### src/rtl/dly_line_pkg.sv
package dly_line_pkg;
    typedef enum logic [1:0] {
        ST_IDLE,
        ST_FILL,
        ST_FLOW
    } run_st_t;

    typedef enum logic [1:0] {
        SRC_STAGE,
        SRC_BANK0,
        SRC_BANK1
    } src_t;
endpackage

### src/rtl/dly_bank.sv
module dly_bank #(
    parameter int WIDTH = 8,
    parameter int DEPTH = 16,
    localparam int AW = $clog2(DEPTH)
) (
    input  logic             clk,
    input  logic             we,
    input  logic [AW-1:0]    waddr,
    input  logic [WIDTH-1:0] wdata,
    input  logic [AW-1:0]    raddr,
    output logic [WIDTH-1:0] rdata
);
    logic [WIDTH-1:0] mem [DEPTH];

    always_ff @(posedge clk) begin
        if (we) begin
            mem[waddr] <= wdata;
        end
    end

    assign rdata = mem[raddr];
endmodule

### src/rtl/dly_ctrl.sv
module dly_ctrl
    import dly_line_pkg::*;
#(
    parameter int DEPTH = 16,
    localparam int AW = $clog2(DEPTH),
    localparam int DW = AW + 1
) (
    input  logic          clk,
    input  logic          rst_n,
    input  logic          run,
    input  logic [DW-1:0] delay,
    output logic          wr_en,
    output logic          wr_bank,
    output logic [AW-1:0] wr_addr,
    output logic [AW-1:0] rd_addr,
    output src_t          src,
    output logic          valid
);
    run_st_t       state_q, state_n;
    logic [DW-1:0] dc_q, dc_n;
    logic [DW-1:0] dly_q;
    logic [DW-1:0] wn_q, rn_q, pos_q;
    logic          grp_q;
    logic [DW-1:0] deff;
    logic [DW-1:0] lag;

    assign deff = (state_q == ST_IDLE) ? delay : dly_q;
    assign lag  = wn_q - rn_q;

    // down-counter next value
    always_comb begin
        if (!run) begin
            dc_n = delay;
        end else if (state_q == ST_IDLE) begin
            dc_n = (delay == '0) ? '0 : delay - 1'b1;
        end else begin
            dc_n = (dc_q == '0) ? '0 : dc_q - 1'b1;
        end
    end

    // next-state logic
    always_comb begin
        state_n = state_q;
        unique case (state_q)
            ST_IDLE: if (run) state_n = (dc_n == '0) ? ST_FLOW : ST_FILL;
            ST_FILL: if (!run) state_n = ST_IDLE;
                     else if (dc_n == '0) state_n = ST_FLOW;
            ST_FLOW: if (!run) state_n = ST_IDLE;
            default: state_n = ST_IDLE;
        endcase
    end

    // state register and counters
    always_ff @(posedge clk or negedge rst_n) begin
        if (!rst_n) begin
            state_q <= ST_IDLE;
            dc_q    <= '0;
            dly_q   <= '0;
            wn_q    <= '0;
            rn_q    <= '0;
            pos_q   <= '0;
            grp_q   <= 1'b0;
        end else begin
            state_q <= state_n;
            dc_q    <= dc_n;
            if (state_q == ST_IDLE) begin
                dly_q <= delay;
            end
            if (!run) begin
                wn_q  <= '0;
                rn_q  <= '0;
                pos_q <= '0;
                grp_q <= 1'b0;
            end else begin
                wn_q <= wn_q + 1'b1;
                if (pos_q == deff - 1'b1) begin
                    pos_q <= '0;
                    grp_q <= ~grp_q;
                end else begin
                    pos_q <= pos_q + 1'b1;
                end
                if (state_q == ST_FLOW) begin
                    rn_q <= rn_q + 1'b1;
                end
            end
        end
    end

    // outputs
    always_comb begin
        wr_en   = run && (deff != '0);
        wr_bank = pos_q[0] ^ grp_q;
        wr_addr = wn_q[DW-1:1];
        rd_addr = rn_q[DW-1:1];
        valid   = (state_q == ST_FLOW);
        if (dly_q == '0) begin
            src = SRC_STAGE;
        end else if (wr_bank) begin
            src = SRC_BANK0;
        end else begin
            src = SRC_BANK1;
        end
    end

    a_r6_drop_to_idle: assert property (@(posedge clk) disable iff (!rst_n)
        !run |=> state_q == ST_IDLE);
    a_r5_delay_frozen: assert property (@(posedge clk) disable iff (!rst_n)
        state_q != ST_IDLE |=> $stable(dly_q));
    a_r4_flow_tc: assert property (@(posedge clk) disable iff (!rst_n)
        state_q == ST_FLOW |-> dc_q == '0);
    a_r3_read_lag: assert property (@(posedge clk) disable iff (!rst_n)
        (state_q == ST_FLOW && dly_q != '0) |-> lag == dly_q);
endmodule

### src/rtl/dly_capture.sv
module dly_capture #(
    parameter int WIDTH   = 8,
    parameter int ENTRIES = 4,
    localparam int PW = $clog2(ENTRIES)
) (
    input  logic             clk,
    input  logic             rst_n,
    input  logic             accept,
    input  logic [WIDTH-1:0] cap_data,
    input  logic [PW-1:0]    sel,
    output logic [WIDTH-1:0] q
);
    logic [WIDTH-1:0] ent_q [ENTRIES];
    logic [PW-1:0]    wp_q;

    always_ff @(posedge clk or negedge rst_n) begin
        if (!rst_n) begin
            wp_q <= '0;
            for (int i = 0; i < ENTRIES; i++) begin
                ent_q[i] <= '0;
            end
        end else if (accept) begin
            ent_q[wp_q] <= cap_data;
            wp_q        <= wp_q + 1'b1;
        end
    end

    assign q = ent_q[sel];

    a_r7_ptr_step: assert property (@(posedge clk) disable iff (!rst_n)
        accept |=> wp_q == $past(wp_q) + 1'b1);
    a_r8_ptr_hold: assert property (@(posedge clk) disable iff (!rst_n)
        !accept |=> $stable(wp_q));
endmodule

### src/rtl/dly_line_top.sv
module dly_line_top
    import dly_line_pkg::*;
#(
    parameter int DATA_W     = 8,
    parameter int BANK_DEPTH = 16,
    parameter int CAP_DEPTH  = 4,
    localparam int AW  = $clog2(BANK_DEPTH),
    localparam int DW  = AW + 1,
    localparam int CPW = $clog2(CAP_DEPTH)
) (
    input  logic              clk,
    input  logic              rst_n,
    input  logic              run,
    input  logic [DW-1:0]     delay,
    input  logic [DATA_W-1:0] din,
    output logic [DATA_W-1:0] dout,
    output logic              dout_valid,
    input  logic              accept,
    input  logic [CPW-1:0]    l2_sel,
    output logic [DATA_W-1:0] l2_data
);
    logic [DATA_W-1:0] stage_q;
    logic              wr_en, wr_bank;
    logic [AW-1:0]     wr_addr, rd_addr;
    src_t              src;
    logic [DATA_W-1:0] bank_q [2];

    always_ff @(posedge clk or negedge rst_n) begin
        if (!rst_n) begin
            stage_q <= '0;
        end else begin
            stage_q <= din;
        end
    end

    dly_ctrl #(.DEPTH(BANK_DEPTH)) u_ctrl (
        .clk     (clk),
        .rst_n   (rst_n),
        .run     (run),
        .delay   (delay),
        .wr_en   (wr_en),
        .wr_bank (wr_bank),
        .wr_addr (wr_addr),
        .rd_addr (rd_addr),
        .src     (src),
        .valid   (dout_valid)
    );

    for (genvar b = 0; b < 2; b++) begin : g_bank
        dly_bank #(.WIDTH(DATA_W), .DEPTH(BANK_DEPTH)) u_bank (
            .clk   (clk),
            .we    (wr_en && (wr_bank == 1'(b))),
            .waddr (wr_addr),
            .wdata (stage_q),
            .raddr (rd_addr),
            .rdata (bank_q[b])
        );
    end

    always_comb begin
        unique case (src)
            SRC_BANK0: dout = bank_q[0];
            SRC_BANK1: dout = bank_q[1];
            default:   dout = stage_q;
        endcase
    end

    dly_capture #(.WIDTH(DATA_W), .ENTRIES(CAP_DEPTH)) u_cap (
        .clk      (clk),
        .rst_n    (rst_n),
        .accept   (accept),
        .cap_data (dout),
        .sel      (l2_sel),
        .q        (l2_data)
    );
endmodule

### config.mk
export PLATFORM = sky130hd
export DESIGN_NAME = dly_line_top
export DESIGN_NICKNAME = d
export VERILOG_FILES = /design/src/rtl/dly_line_pkg.sv /design/src/rtl/dly_bank.sv /design/src/rtl/dly_ctrl.sv /design/src/rtl/dly_capture.sv /design/src/rtl/dly_line_top.sv
export SDC_FILE = /design/constraint.sdc
export NUM_CORES = 1
export LEC_CHECK = 0
export BUFFER_PORTS_ARGS = -buffer_cell sky130_fd_sc_hd__buf_2
export CAP_MARGIN = 15
export CORE_MARGIN = 5
export CORE_UTILIZATION = 64
export CTS_BUF_LIST = sky130_fd_sc_hd__clkbuf_4 sky130_fd_sc_hd__clkbuf_8
export CTS_CLUSTER_DIAMETER = 200
export DETAILED_ROUTE_END_ITERATION = 10
export HOLD_SLACK_MARGIN = 0.05
export PLACE_DENSITY = 0.81
export SETUP_SLACK_MARGIN = 0.1
export SLEW_MARGIN = 20
export SYNTH_ARGS = -nofsm -noshare
export SYNTH_HDL_FRONTEND = slang
export SYNTH_SLANG_ARGS = --single-unit
export TNS_END_PERCENT = 30
### constraint.sdc
create_clock -name clk -period 3.4 [get_ports clk]
set_clock_uncertainty 0.2 [all_clocks]
set_input_delay 0.51 -clock clk [delete_from_list [all_inputs] [get_ports clk]]
set_output_delay 0.51 -clock clk [all_outputs]
set_load 0.02 [all_outputs]
---- Word-level counts from Yosys, hierarchy flattened ----
Memories as Yosys holds them, arrays and structs flattened.
Cells that the tools add are included.
storage, ports and cells
  register bits ........................... 70
  bits in latches ......................... 0
  bits in writable memories ............... 256
  ROM bits ................................ 0
  output and inout port bits .............. 17
  logic and storage cells ................. 82
  memories kept ........................... 2
operators by class
  $add $sub $neg .......................... 7
  multiply operators ...................... 0
  divide/modulo/power cells ............... 0
  magnitude comparators ................... 3
  eq/ne operators ......................... 10
  shifts and indexed selects .............. 0
  muxes and demuxes ....................... 31
  bitwise logic cells ..................... 5
  reduce and logical (&&, ||, !) cells .... 11
memories
  memory                words  width  read ports  clocked after Yosys merged registers in  write ports  line            text
  g_bank[0].u_bank.mem  16     8      1           0                                        1            dly_bank.sv:13  logic [WIDTH-1:0] mem [DEPTH];
  g_bank[1].u_bank.mem  16     8      1           0                                        1            dly_bank.sv:13
operator list
  kind                                                        count
  two-way mux 5 bit                                           10
  bitwise mux 32 bit                                          1
  two-way mux 8 bit                                           3
  zero test 5 bit                                             4
  binary-select mux 8 bit (select 2 bit)                      1
  demux 8 bit (select 2 bit)                                  1
  case mux 8 bit (2 select lines)                             1
  adder 5 x 1 -> 5 bit, second input constant                 3
  subtractor 5 x 1 -> 5 bit, second input constant            3
  two-way mux 2 bit                                           7
  greater-or-equal comparator 3 bit, second input constant    2
  two-way mux 1 bit                                           6
  NOT 2 -> 3 bit                                              2
  case mux 2 bit (3 select lines)                             1
  == test 5 bit                                               1
  nonzero test 5 bit                                          1
  == test 2 x 1 -> 1 bit, second input constant               2
  == test 2 bit, second input constant                        2
  logical AND 1 bit                                           4
  inequality test 2 x 1 -> 1 bit, second input constant       2
  inequality test 2 bit, second input constant                2
  less-than comparator 3 x 1 -> 1 bit, second input constant  1
  inequality test 3 x 2 -> 1 bit, second input constant       1
  AND reduction 3 bit                                         1
  other kinds (4)                                             5

---- Longest topological paths before layout ----
Gate-level depths: netlist of the first run.
  depth in word-level cells ............... 8
  mapped depth ............................ 10
  mapped depth without buffers ............ 9

---- By module ----
Synthesis of the first run repeated with hierarchy kept, for this count alone.
second synthesis, totals
  cell total of the unflattened synthesis .. 731
  area total of the unflattened synthesis .. 13472.9 µm²
by module, submodules not included
  module        times used  cells an instance  area each (µm²)  seq. area each (µm²)
  dly_bank      2           221                4987.3           3843.7
  dly_ctrl      1           158                1577.8           700.7
  dly_capture   1           90                 1515.2           850.8
  dly_line_top  1           41                 405.4            200.2

---- Worst setup path after synthesis of the first run ----
Ideal clock, no wire load.
  path kind ............................... register -> register
  start point ............................. register u_ctrl.state_q[1]
  end point ............................... memory g_bank[1].u_bank.mem[8][0] (enable)
  library setup time ...................... 0.383 ns
  arrival ................................. 2.415 ns
  data required time ...................... 2.817 ns
  setup slack ............................. 0.401 ns
  stages on the path, launching flop included .. 9
  buffers on the path ..................... 1
  period minus slack after synthesis ...... 2.999 ns
  cells stage by stage .................... dfrtp_1 -> or2_0 -> buf_2 -> mux2i_1 -> ha_1 -> inv_1 -> o31ai_1 -> or3_1 -> nor3_1
on the way
  cells in the longest elaborated chain, start to end .. 7
RTL lines
  what                                     line                text
  start, declared                          dly_ctrl.sv:19      run_st_t state_q, state_n;
  start signal, assigned                   dly_ctrl.sv:64      state_q <= state_n;
  zero test 2 bit                          dly_ctrl.sv:27      assign deff = (state_q == ST_IDLE) ? delay : dly_q;
  two-way mux 5 bit                        dly_ctrl.sv:27
  nonzero test 5 bit                       dly_ctrl.sv:91      wr_en = run && (deff != '0);
  logical AND 1 bit                        dly_ctrl.sv:91
  logical AND 1 bit                        dly_line_top.sv:52  .we (wr_en && (wr_bank == 1'(b))),
  two-way mux 1 bit                        dly_bank.sv:16      if (we) begin
  two-way mux 1 bit (implied by the code)  dly_bank.sv:17      mem[waddr] <= wdata;
  end, declared                            dly_bank.sv:13
Every way passes these cells.

---- Worst setup path after layout of the first run ----
  start point ............................. register u_ctrl.rn_q[1]
  end point ............................... output dout[2]
on the way
  cells in the longest elaborated chain, start to end .. 2
  elaborated cells on any way between the ends .. 3
RTL lines
  what                               line                text
  start, declared                    dly_ctrl.sv:22      logic [DW-1:0] wn_q, rn_q, pos_q;
  start signal, assigned             dly_ctrl.sv:83      rn_q <= rn_q + 1'b1;
  memory (16 x 8 bit)                -
  case mux 8 bit (2 select lines) *  dly_line_top.sv:61  unique case (src)
  end, declared                      dly_line_top.sv:16  output logic [DATA_W-1:0] dout,
Mark *: on every way between the ends. The rest lies on a longest branch, timed or not.

==> results of run 1 <==
## area by class of cell
cell class                 count  area [sq um]
sequential                   326          9450
fill                        1152          5210
multi-input combinational    387          3780
timing repair buffer         120           952
clock buffer                  71           871
tap                          275           344
clock inverter                20           141
inverter                      20          75.1
## worst max-delay path, cell delays in order (launching register included)
cell,delay (ns)
dfrtp_4,0.51
buf_4,0.15
clkbuf_16,0.15
mux4_2,0.49
mux4_2,0.54
o22ai_1,0.20
o31a_1,0.26
inv_1,0.06
buf_2,0.15
## layer usage
layer	up-vias	part of all wire [%]	global-route usage (%)	wire length [um]
met5	-	0.040	0	12
met4	2	2.8	9.88	816
li1	3284	-	-	-
met1	3885	38	34.0	11300
met3	73	7.7	5.20	2290
met2	397	51	41.9	15300
## cells in the final DEF (no fill, tap or decap), types with 19 or more instances in the layout
| cell | Yosys | layout |
|---|---|---|
| buf_4 | 2 | 66 |
| inv_1 | 20 | 20 |
| clkbuf_8 | 0 | 54 |
| buf_2 | 6 | 35 |
| mux4_2 | 80 | 80 |
| a21oi_1 | 40 | 40 |
| edfxtp_1 | 256 | 256 |
| dfrtp_1 | 70 | 66 |
| nor2_1 | 71 | 71 |
| nand2_1 | 20 | 19 |
## power breakdown
| part | switching [mW] | total (mW) | internal [mW] |
|---|---|---|---|
| clock network | 1.42 | 3.22 | 1.80 |
| registers | 0.193 | 4.79 | 4.60 |
| logic | 0.814 | 1.41 | 0.598 |
## cells by family (layout without fill, tap and decap cells)
group	after synthesis	in the layout
AO/OA/AOI/OAI	89	89
multiplexers	94	94
buffers and inverters	61	231
XOR/XNOR	22	22
adder cells (fa/ha/maj)	12	12
flip-flops	326	326
AND/OR/NAND/NOR	170	170
## cells in the mapped netlist (9+ instances only)
cell type    n  area share (%)
nand2b_1     9            0.42
mux4_2      80              13
nand2_1     20            0.56
edfxtp_1   256              57
buf_1        9            0.25
ha_1        12             1.1
nand3_1      9            0.34
nor2b_1     11            0.51
mux2_2      11            0.92
xnor2_1     11            0.72
and2_1      13            0.61
inv_1       20            0.56
nor2_1      71             2.0
nor3_1      17            0.63
xor2_1       9            0.59
clkbuf_1    20            0.56
a21oi_1     40             1.5
dfrtp_1     70              13
## worst min-delay path by stage
stage,slack [ns],startpoint,endpoint
final,0.11,delay[0],u_ctrl.dc_q[0]
after global routing,0.09,delay[1],u_ctrl.dc_q[1]
after CTS,0.08,delay[0],u_ctrl.dc_q[0]
after detailed placement,0.27,u_ctrl.wn_q[0],u_ctrl.wn_q[0]
after global placement,0.25,u_ctrl.wn_q[0],u_ctrl.wn_q[0]
after floorplan,0.01,rst_n,stage_q[0]
## sequential cells by signal (all words and copies together) (netlist names)
name and flops:
u_ctrl.dc_q 5, u_cap.wp_q 2, u_cap.ent_q 32, g_bank.u_bank.mem 256, u_ctrl.rn_q 5, u_ctrl.state_q 2, u_ctrl.grp_q 1, u_ctrl.wn_q 5
stage_q 8, u_ctrl.dly_q 5, u_ctrl.pos_q 5
## per-stage QoR
step / worst slack [ns] / util [%] / instance area (sq um)
final: -0.367 / 75.0 / 15600
after global routing: -0.502 / 75.0 / 15600
after CTS: -0.314 / 74.4 / 15500
after detailed placement: 0.134 / 68.4 / 14200
after global placement: 0.207 / 68.4 / 14200
after floorplan: 0.401 / - / 13400
## what timing repair did
action,CTS,global route
endpoints found under the hold margin,47,0
gates resized for setup,9,3
buffers inserted,10,7
gates cloned,0,2
pin swaps,2,0
setup endpoints to repair,8,264
hold buffers,10,0
==> qor.yml, run 1 <==
synth_edf_count: 256
synthSimpleGateAreaFrac_pct: 6.13
worst-r2r-setup-slack_ns: 0.32
synth_nets: 805
syn_to_final_growth_pct: 16.3
syn_area_sq_um: 13400
ys_ff_latch: 326
period_minus_slack_ns: 3.77
layout_worst_path_cycle_share_pct: 111
coreArea_sq_um: 20800
r2r-end: "g_bank[1].u_bank.mem[8][3]"
vias: 7641
drtIter0Drc: 678
cts-htree-levels: 2
start_kind: "register"
grt_remaining_overflow: 0
outcome: "complete, but fails checks"
nNetsFinal: 935
drtAntennaViolNets: 0
dieHeight_um: 155
max_freq_mhz: 265
antenna_cells: 0
synthMuxAreaShare_pct: 14.6
clk_pin_slew_ns: 0.07
io_buffer_count: 35
hold_depth: 3
grt_pass1_vias: 7939
clock_latency_ns: 0.55
hpwl_um: 18600
yosys.cell_types.count: 56
crit_fanout: 8
grt_max_degree: 48
synth-compound-area-share_pct: 4.30
violations: "negative setup slack"
fin_cells: 1219
setup_ws_ns: -0.367
crit_type: "reg -> out"
clock-root-buffer: "clkbuf_8"
power.leakage_nw: 5.47
syn_area_per_cell_sq_um: 17.3
cts_tree: "built"
setup_tns_ns: -2.43
drcViolationCount: 0
worst_slew_pin_slew_ns: 1.15
wl_um: 29700
maxCapViolations: 0
worst_hold_slack_ns: 0.107
required_ns: 2.69
finalPower_mw: 9.42
yosys_warnings: 0
place.gp.congestion: 0.888
cts_buffer_depth: 3
slew_headroom_pct: 23.4
end_kind: "output pin"
grt_first_pass_wirelength_um: 45900
wl_per_cell_um: 24.3
synth_top_family_by_area: "multiplexers"
ys_seq_area_share_pct: 70.3
finalHoldViolCount: 0
setup_violations: 8
drive_above_1_share_pct: 32.2
synthCells: 774
worstSetupEndpoint: "dout[2]"
pin_count: 36
die_w_um: 155
regToRegStartpoint: "u_ctrl.state_q[1]"
antenna_found_initial: 1
cts_sinks: 326
ir_worst_vdd_v: 0.000292
worstHoldPathType: "in -> reg"
cellPowerDensity_nw_per_um2: 604
start_util_pct: 64.5
rows: 53
yosys.area_share.xor_xnor_pct: 1.55
firstDrtPassIters: 5
gr-usage-all-layers_pct: 25.4
rsz0062_at_grt: "yes"
synth_top_flop_cell: "edfxtp_1"
crit_start: "u_ctrl.rn_q[1]"
reg2reg_depth: 9
die_area_sq_um: 24000
synth_fa_ha_area_share_pct: 1.12
async_flop_share_pct: 21.5
cts_inserted_buffers: 49
dp.cells: 1099
slew_violations: 0
arrival_ns: 3.06
viasPerCell: 6.27
No activity file was read; power rests on OpenSTA's default activity.
==> inputs of run 2 (changes only) <==
--- a/config.mk
+++ b/config.mk
@@ -19,4 +19,4 @@
 export SYNTH_ARGS = -nofsm -noshare
 export SYNTH_HDL_FRONTEND = slang
 export SYNTH_SLANG_ARGS = --single-unit
-export TNS_END_PERCENT = 30
+export TNS_END_PERCENT = 5
==> qor.yml, run 2 (same netlist as run 1, synthesis figures left out) <==
start_kind: "register"
worst_slew_pin_slew_ns: 1.14
cts-htree-levels: 2
worst-r2r-setup-slack_ns: 0.33
rows: 53
maxCapViolations: 0
crit_fanout: 11
nNetsFinal: 931
grt_remaining_overflow: 0
required_ns: 2.69
wl_um: 29200
antenna_cells: 0
reg2reg_depth: 9
syn_to_final_growth_pct: 15.8
power_frac_seq_pct: 50.8
slew_violations: 0
cts_inserted_buffers: 49
cts_tree: "built"
crit_start: "u_ctrl.rn_q[1]"
power_switching_mw: 2.42
start_util_pct: 64.5
r2r-end: "g_bank[1].u_bank.mem[8][3]"
io_buffer_count: 35
clock-root-buffer: "clkbuf_8"
pin_count: 36
switching_share_pct: 25.7
max_freq_mhz: 270
hp-start: "delay[0]"
slew_headroom_pct: 24.0
worst_hold_slack_ns: 0.107
vias: 7630
crit_type: "reg -> out"
violations: "negative setup slack"
clock_latency_ns: 0.55
firstDrtPassIters: 5
drtIter0Drc: 608
ir_worst_vdd_v: 0.000291
layout_worst_path_cycle_share_pct: 109
gr-usage-all-layers_pct: 25.4
rsz0062_at_grt: "yes"
comb_power_share_pct: 15.0
antenna_found_initial: 1
final_cell_mix: "edfxtp_1 (256), mux4_2 (80), nor2_1 (71)"
cts_buffer_depth: 3
setup_tns_ns: -1.88
viasPerCell: 6.28
coreArea_sq_um: 20800
period_minus_slack_ns: 3.70
worstHoldPathType: "in -> reg"
finalHoldViolCount: 0
power.leakage_nw: 5.44
grt_first_pass_wirelength_um: 45800
dieHeight_um: 155
cts_sinks: 326
drtAntennaViolNets: 0
place.gp.congestion: 0.888
die_area_sq_um: 24000
largest_reg_flops: 256
drive_above_1_share_pct: 31.9
cellPowerDensity_nw_per_um2: 606
setup_ws_ns: -0.298
arrival_ns: 2.99
hpwl_um: 18600
drcViolationCount: 0
p_int_mw: 7.00
worstSetupEndpoint: "dout[7]"
grt_pass1_vias: 7913
setup_violations: 8
die_w_um: 155
layout_commonest_cell: "edfxtp_1"
regMostFlops: "g_bank.u_bank.mem"
top_regs: "g_bank.u_bank.mem (256), u_cap.ent_q (32), stage_q (8)"
wl_per_cell_um: 24.1
clkPwrFrac_pct: 34.2
outcome: "complete, but fails checks"
end_kind: "output pin"
grt_max_degree: 48
clk_pin_slew_ns: 0.07
regToRegStartpoint: "u_ctrl.state_q[1]"
==> run 2: cell types whose count changed in the layout (fill, tap and decap cells not counted), sizes merged <==
| cell | delta |
|---|---|
| clkbuf | -2 |
| buf | -2 |
==> run 2: how the worst min path moves through the flow <==
| stage | endpoint | slack, ns | cells past startpoint |
|---|---|---|---|
| after floorplan | stage_q[0] | 0.01 | 0 |
| after global placement | u_ctrl.wn_q[0] | 0.25 | 1 |
| after detailed placement | u_ctrl.wn_q[0] | 0.27 | 1 |
| after CTS | u_ctrl.dc_q[0] | 0.08 | 3 |
| after global routing | u_ctrl.dc_q[1] | 0.09 | 3 |
| final | u_ctrl.dc_q[0] | 0.11 | 3 |
==> run 2: what timing repair did <==
action / in CTS / in global routing
hold buffers: 10 / 0
resized for setup: 8 / 4
pin swaps: 2 / 0
endpoints found under the setup margin: 8 / 264
hold endpoints to repair: 47 / 0
setup buffers: 7 / 8
==> run 2: layout make-up <==
type                    count  area (sq um)
clock buffers              71           871
clock inverters            20           141
fillers                  1156          5280
inverters                  20          75.1
multi-input cells         387          3780
flip-flops and latches    326          9450
well taps                 275           344
repair buffers            116           887
==> run 2: power groups by stage <==
stage               Clock (mW)  Sequential [mW]  Combinational [mW]
floorplan                    0             4.80               0.908
global placement             0             4.83                1.24
detailed placement           0             4.86                1.31
CTS                       3.26             4.79                1.38
global route              3.48             4.82                1.55
finish                    3.22             4.79                1.41
==> run 2: critical path, stage by stage (launching register included) <==
cell,delay (ns)
dfrtp_4,0.50
buf_12,0.18
mux4_2,0.57
mux4_2,0.54
o22ai_2,0.18
nor3_1,0.08
a21oi_2,0.17
inv_1,0.05
buf_2,0.15
==> run 2: per-layer routing <==
metal | vias to the layer above | share of wire [%] | global-route usage, %
met3 | 82 | 8.3 | 5.37
met1 | 3856 | 37 | 33.7
met4 | 2 | 3.6 | 9.92
met2 | 414 | 51 | 41.9
met5 | - | 0.041 | 0
li1 | 3276 | - | -
==> run 2: stage by stage <==
step / setup slack (ns) / total power, mW / util (%) / area [sq um] / std cells
after floorplan: 0.401 / 5.71 / - / 13400 / 774
after global placement: 0.207 / 6.07 / 68.4 / 14200 / 1099
after detailed placement: 0.134 / 6.17 / 68.4 / 14200 / 1099
after CTS: -0.314 / 9.43 / 74.3 / 15500 / 1207
after global routing: -0.433 / 9.85 / 74.6 / 15500 / 1215
final: -0.298 / 9.42 / 74.6 / 15500 / 1215
